<file path="config.mk">
export PLATFORM = sky130hd
export DESIGN_NAME = loc_mode_classifier
export DESIGN_NICKNAME = d
export VERILOG_FILES = /design/src/rtl/loc_class_pkg.sv /design/src/rtl/loc_sat_inc.sv /design/src/rtl/loc_core_slot.sv /design/src/rtl/loc_mode_classifier.sv
export SDC_FILE = /design/constraint.sdc
export NUM_CORES = 1
export LEC_CHECK = 0
export CAP_MARGIN = 20
export CORE_MARGIN = 2
export CORE_UTILIZATION = 30
export DETAILED_ROUTE_END_ITERATION = 6
export HOLD_SLACK_MARGIN = 0.08
export PLACE_DENSITY_LB_ADDON = 0.15
export SLEW_MARGIN = 20
export SYNTH_ARGS = -nofsm -noshare
export SYNTH_HDL_FRONTEND = slang
export SYNTH_HIERARCHICAL = 1
export SYNTH_SLANG_ARGS = --single-unit
</file>
<file path="constraint.sdc">
create_clock -name clk -period 5.7 [get_ports clk]
set_input_delay 1.425 -clock clk [delete_from_list [all_inputs] [get_ports clk]]
set_output_delay 1.425 -clock clk [all_outputs]
set_load 0.01 [all_outputs]
</file>
<file path="src/rtl/loc_class_pkg.sv">
package loc_class_pkg;

    typedef enum logic {
        GRANT_WORD = 1'b0,
        GRANT_LINE = 1'b1
    } loc_grant_e;

endpackage

</file>
<file path="src/rtl/loc_sat_inc.sv">
module loc_sat_inc #(
    parameter int W    = 7,
    parameter int MAXV = 64
) (
    input  logic [W-1:0] val,
    output logic [W-1:0] inc
);
    localparam logic [W-1:0] MAXV_V = W'(MAXV);

    always_comb begin
        if (val >= MAXV_V) inc = MAXV_V;
        else               inc = val + W'(1);
    end
endmodule

</file>
<file path="src/rtl/loc_core_slot.sv">
module loc_core_slot
    import loc_class_pkg::*;
#(
    parameter int PCT     = 4,
    parameter int RAT_MAX = 64,
    parameter int CNT_W   = 7,
    parameter int UTIL_W  = 3
) (
    input  logic              cur_remote,
    input  logic [CNT_W-1:0]  cur_rutil,
    input  logic [CNT_W-1:0]  cur_rat,
    input  logic              rpt_hit,
    input  logic [UTIL_W-1:0] rpt_util,
    input  logic              rpt_capacity,
    input  logic              acc_hit,
    input  logic              foreign_write,
    output logic              nxt_remote,
    output logic [CNT_W-1:0]  nxt_rutil,
    output logic [CNT_W-1:0]  nxt_rat,
    output loc_grant_e        grant
);
    localparam logic [CNT_W-1:0] RAT_INIT = CNT_W'(PCT);
    localparam logic [CNT_W-1:0] RAT_CAP  = CNT_W'(RAT_MAX);

    logic             ev_remote;
    logic [CNT_W-1:0] ev_rutil;
    logic [CNT_W-1:0] ev_rat;
    logic [CNT_W-1:0] rat_dbl;
    logic [CNT_W-1:0] rutil_inc;

    loc_sat_inc #(.W(CNT_W), .MAXV(RAT_MAX)) u_inc (
        .val (ev_rutil),
        .inc (rutil_inc)
    );

    always_comb begin
        if (int'(cur_rat) * 2 > RAT_MAX) rat_dbl = RAT_CAP;
        else                             rat_dbl = cur_rat << 1;
    end

    // report stage: applied before any same-cycle access
    always_comb begin
        ev_remote = cur_remote;
        ev_rutil  = cur_rutil;
        ev_rat    = cur_rat;
        if (rpt_hit && !cur_remote) begin
            if (int'(rpt_util) < PCT) begin
                ev_remote = 1'b1;
                ev_rutil  = '0;
                if (rpt_capacity) ev_rat = rat_dbl;
            end else begin
                ev_rat = RAT_INIT;
            end
        end
    end

    // access stage
    always_comb begin
        nxt_remote = ev_remote;
        nxt_rutil  = ev_rutil;
        nxt_rat    = ev_rat;
        grant      = GRANT_LINE;
        if (acc_hit && ev_remote) begin
            if (rutil_inc >= ev_rat) begin
                nxt_remote = 1'b0;
                nxt_rutil  = '0;
                grant      = GRANT_LINE;
            end else begin
                nxt_rutil  = rutil_inc;
                grant      = GRANT_WORD;
            end
        end
        if (foreign_write && nxt_remote) nxt_rutil = '0;
    end
endmodule

</file>
<file path="src/rtl/loc_mode_classifier.sv">
module loc_mode_classifier
    import loc_class_pkg::*;
#(
    parameter int NUM_CORES = 4,
    parameter int PCT       = 4,
    parameter int RAT_MULT  = 16,
    parameter int UTIL_W    = 3,
    localparam int CORE_W   = (NUM_CORES > 1) ? $clog2(NUM_CORES) : 1
) (
    input  logic              clk,
    input  logic              rst_n,
    input  logic              acc_valid,
    input  logic [CORE_W-1:0] acc_core,
    input  logic              acc_write,
    input  logic              rpt_valid,
    input  logic [CORE_W-1:0] rpt_core,
    input  logic [UTIL_W-1:0] rpt_util,
    input  logic              rpt_capacity,
    output logic              resp_valid,
    output logic [CORE_W-1:0] resp_core,
    output logic              resp_private,
    output logic              resp_line
);
    localparam int RAT_MAX = PCT * RAT_MULT;
    localparam int CNT_W   = $clog2(RAT_MAX + 1);
    localparam logic [CNT_W-1:0] RAT_INIT = CNT_W'(PCT);

    typedef struct packed {
        logic [NUM_CORES-1:0]            remote;
        logic [NUM_CORES-1:0][CNT_W-1:0] rutil;
        logic [NUM_CORES-1:0][CNT_W-1:0] rat;
        logic                            resp_valid;
        logic [CORE_W-1:0]               resp_core;
        logic                            resp_private;
        logic                            resp_line;
    } state_t;

    state_t st_d, st_q;

    logic             nxt_remote [NUM_CORES];
    logic [CNT_W-1:0] nxt_rutil  [NUM_CORES];
    logic [CNT_W-1:0] nxt_rat    [NUM_CORES];
    loc_grant_e       grant      [NUM_CORES];

    for (genvar i = 0; i < NUM_CORES; i++) begin : g_slot
        loc_core_slot #(
            .PCT     (PCT),
            .RAT_MAX (RAT_MAX),
            .CNT_W   (CNT_W),
            .UTIL_W  (UTIL_W)
        ) u_slot (
            .cur_remote    (st_q.remote[i]),
            .cur_rutil     (st_q.rutil[i]),
            .cur_rat       (st_q.rat[i]),
            .rpt_hit       (rpt_valid && (rpt_core == CORE_W'(i))),
            .rpt_util      (rpt_util),
            .rpt_capacity  (rpt_capacity),
            .acc_hit       (acc_valid && (acc_core == CORE_W'(i))),
            .foreign_write (acc_valid && acc_write && (acc_core != CORE_W'(i))),
            .nxt_remote    (nxt_remote[i]),
            .nxt_rutil     (nxt_rutil[i]),
            .nxt_rat       (nxt_rat[i]),
            .grant         (grant[i])
        );
    end

    always_comb begin
        st_d = st_q;
        for (int i = 0; i < NUM_CORES; i++) begin
            st_d.remote[i] = nxt_remote[i];
            st_d.rutil[i]  = nxt_rutil[i];
            st_d.rat[i]    = nxt_rat[i];
        end
        st_d.resp_valid   = acc_valid;
        st_d.resp_core    = acc_core;
        st_d.resp_private = 1'b1;
        st_d.resp_line    = 1'b1;
        for (int i = 0; i < NUM_CORES; i++) begin
            if (acc_core == CORE_W'(i)) begin
                st_d.resp_private = !nxt_remote[i];
                st_d.resp_line    = (grant[i] == GRANT_LINE);
            end
        end
    end

    always_ff @(posedge clk) begin
        if (!rst_n) begin
            st_q.remote       <= '0;
            st_q.rutil        <= '0;
            for (int i = 0; i < NUM_CORES; i++) st_q.rat[i] <= RAT_INIT;
            st_q.resp_valid   <= 1'b0;
            st_q.resp_core    <= '0;
            st_q.resp_private <= 1'b1;
            st_q.resp_line    <= 1'b1;
        end else begin
            st_q <= st_d;
        end
    end

    assign resp_valid   = st_q.resp_valid;
    assign resp_core    = st_q.resp_core;
    assign resp_private = st_q.resp_private;
    assign resp_line    = st_q.resp_line;
endmodule

</file>
==> results.cfg <==
[synthesis]
synth.avg_cell_area_um2 = 8.960
synth_seq_area_share = 0.3007
synth-main-ff-cell = dfxtp_1
synthCells = 483
yosys.area.top_type_share = 0.3007
synthArstFlopShare = 0
ys_types = 40
synth.most_common_cell = and2_1
synth.largest_area_cell = dfxtp_1
netlist_area_mm2 = 0.004328
ys_top_cells_by_area = dfxtp_1, and2_1, ha_1
ys_top_cells_by_count = and2_1, dfxtp_1, a22o_1
yosysWarnings = 6
synth_edf_count = 0
ys_ff_latch = 65
syn_nets = 532

[sta]
final.min_clock_period_ns = 5.132
skew_ns = 0.007708
final-max-slew-violation-count = 0
final.period_utilization = 0.9004
setup_viol = 0
tns_ns = 0
grt_setup_unrepaired = no
tightest_slew_ns = 0.6580
max_freq_ghz = 0.1949
slew_headroom = 0.5613
whs_ns = 0.6010
final-hold-violation-count = 0

[min_path]
whs_path_depth = 2
worstHoldPathType = flop to flop

[drt]
drt_iter0_drc = 181
viasPerCell = 4.952
drc = 0
vias = 3476
drt-total-wl_um = 9557
post_drt_wl_per_cell_um = 13.61
drtPass1Iterations = 5
ant_nets = 0

[layout]
fin_cells = 702
syn2layout_area_growth_pct = 17.35
num-fill-cells = 1452
final_area_mm2 = 0.005079
diodes = 0
drive_gt1_frac = 0.1073
regArea_mm2 = 0.001301
final_nets = 566
multi_input_area_mm2 = 0.002890

[pwr]
power_mw = 1.079
vdd_drop_max_mv = 0.1448
p_leak_nw = 2.086
p_per_area_mw_per_mm2 = 212.4

[cts]
cts_tree = yes
postCtsHoldBufs = 0
ctsLongestPathBuffers = 2
path_clk_slew_ns = 0.06
clock-sinks = 65
htreeDepth = 3
clock_latency_ns = 0.34
cts-buffers-inserted = 9
cts-root-buf = clkbuf_16
ctsResizeCount = 0
postCtsSetupBuffers = 0

[run]
maxCapViolCount = 0

[critical_path]
crit_slowest_cell = clkdlybuf4s50_1
worst_setup_path_end_kind = flop
start_kind = input port
worstSetupPathType = input port to flop
cp_max_fo = 7
worstPathRequired_ns = 5.91
critPathArrivalTime_ns = 5.35
critPathMaxStageDelay_ns = 0.50
path_cells = clkdlybuf4s50_1 > nor3b_1 > nor2b_1 > nand2b_1 > and2_1 > inv_1 > ha_1 > nor2b_1 > ha_1 > a211o_1 > and2_2 > or3_1 > mux4_2 > nand2b_1
rr_worst_depth = 12

[global_routing]
grt.overflow.total = 0
antenna_found_initial = 0
grt_pass1_vias = 3347
grt_max_degree = 66
grt_usage = 0.1369
grt_pass1_wl_um = 16170

[placement]
dp_cells = 686
gp_congestion = 0.7481
dpl_cell_area_mm2 = 0.004785
dp_hpwl_um = 7039
place.port_buffers = 15

[floorplanning]
ioPinCount = 18
die_x_um = 124.1
initial_core_util = 0.3094
fp-row-count = 43
core_mm2 = 0.01399
die_area_mm2 = 0.01540
die_y_um = 124.1

[run_status]
status = finished clean
## where the power goes
group,internal [mW],switching [mW],total [mW]
sequential,0.459,0.00268,0.462
combinational,0.0307,0.0404,0.0711
clock,0.341,0.206,0.546
total,0.830,0.249,1.08
## routing by layer
metal	vias to the layer above	global-route usage	routed length, µm
met3	10	0.04899	347
met5	-	0	0
met1	1633	0.1740	4863
met4	0	0.04143	130
li1	1804	-	-
met2	29	0.2172	4215
## logic make-up (layout without fill, tap and decap cells)
group	after synthesis	after routing	synth area share
AOI/OAI and AO/OA	128	128	0.2371
and+or+nand+nor	208	208	0.2920
buffers and inverters	32	71	0.03151
muxes	2	2	0.01041
adders and majority gates	36	36	0.1041
xor gates and xnor gates	12	12	0.02428
DFF	65	65	0.3007
## state kept, by name, indices dropped and copies added (netlist names)
| signal | cells |
|---|---|
| resp_line | 1 |
| resp_core | 2 |
| st_q | 60 |
| resp_private | 1 |
| resp_valid | 1 |
## cells in the final DEF (no fill, tap or decap), types with 5 or more instances in the layout
cell / n
and2_2: 5
inv_1: 22
a22oi_1: 16
a21oi_1: 8
nand2_1: 12
and2_1: 90
nand3_1: 8
or3_1: 8
nor2b_1: 16
dfxtp_1: 65
nor3b_1: 5
o21ai_0: 12
buf_4: 18
o22ai_1: 8
o21bai_1: 8
xor2_1: 8
clkdlybuf4s50_1: 15
nand2b_1: 9
a22o_1: 44
nor2_1: 31
clkbuf_16: 9
ha_1: 36
## layout make-up
cell class,instances,area share
Tap cell,180,0.04435
Clock inverter,2,0.001971
Multi-Input combinational cell,386,0.5691
Clock buffer,14,0.05593
Inverter,22,0.01626
Sequential cell,65,0.2562
Timing Repair Buffer,33,0.05617
## critical path: cells and delay by family
kind            cells  cell delay [ns]
compound gates      1             0.30
simple gates        8             2.09
mux                 1             0.44
buf+inv             2             0.58
fa+ha+maj           2             0.49
## final timing paths
check / endpoint / startpoint / slack [ns]
max reg2reg: resp_line$_SDFF_PN1_ / st_q[61]$_SDFF_PN0_ / 2.31
max: resp_line$_SDFF_PN1_ / rpt_valid / 0.57
min: st_q[20]$_SDFF_PN0_ / st_q[19]$_SDFF_PN0_ / 0.60
min reg2reg: st_q[20]$_SDFF_PN0_ / st_q[19]$_SDFF_PN0_ / 0.60
## through the flow
step | worst slack, ns | util
after floorplan | 1.228 | -
after global placement | 0.3572 | 0.3420
after detailed placement | 0.2815 | 0.3420
after CTS | 0.6435 | 0.3631
after global routing | 0.3568 | 0.3631
final | 0.5680 | 0.3631
(Power assumes the default switching activity.)
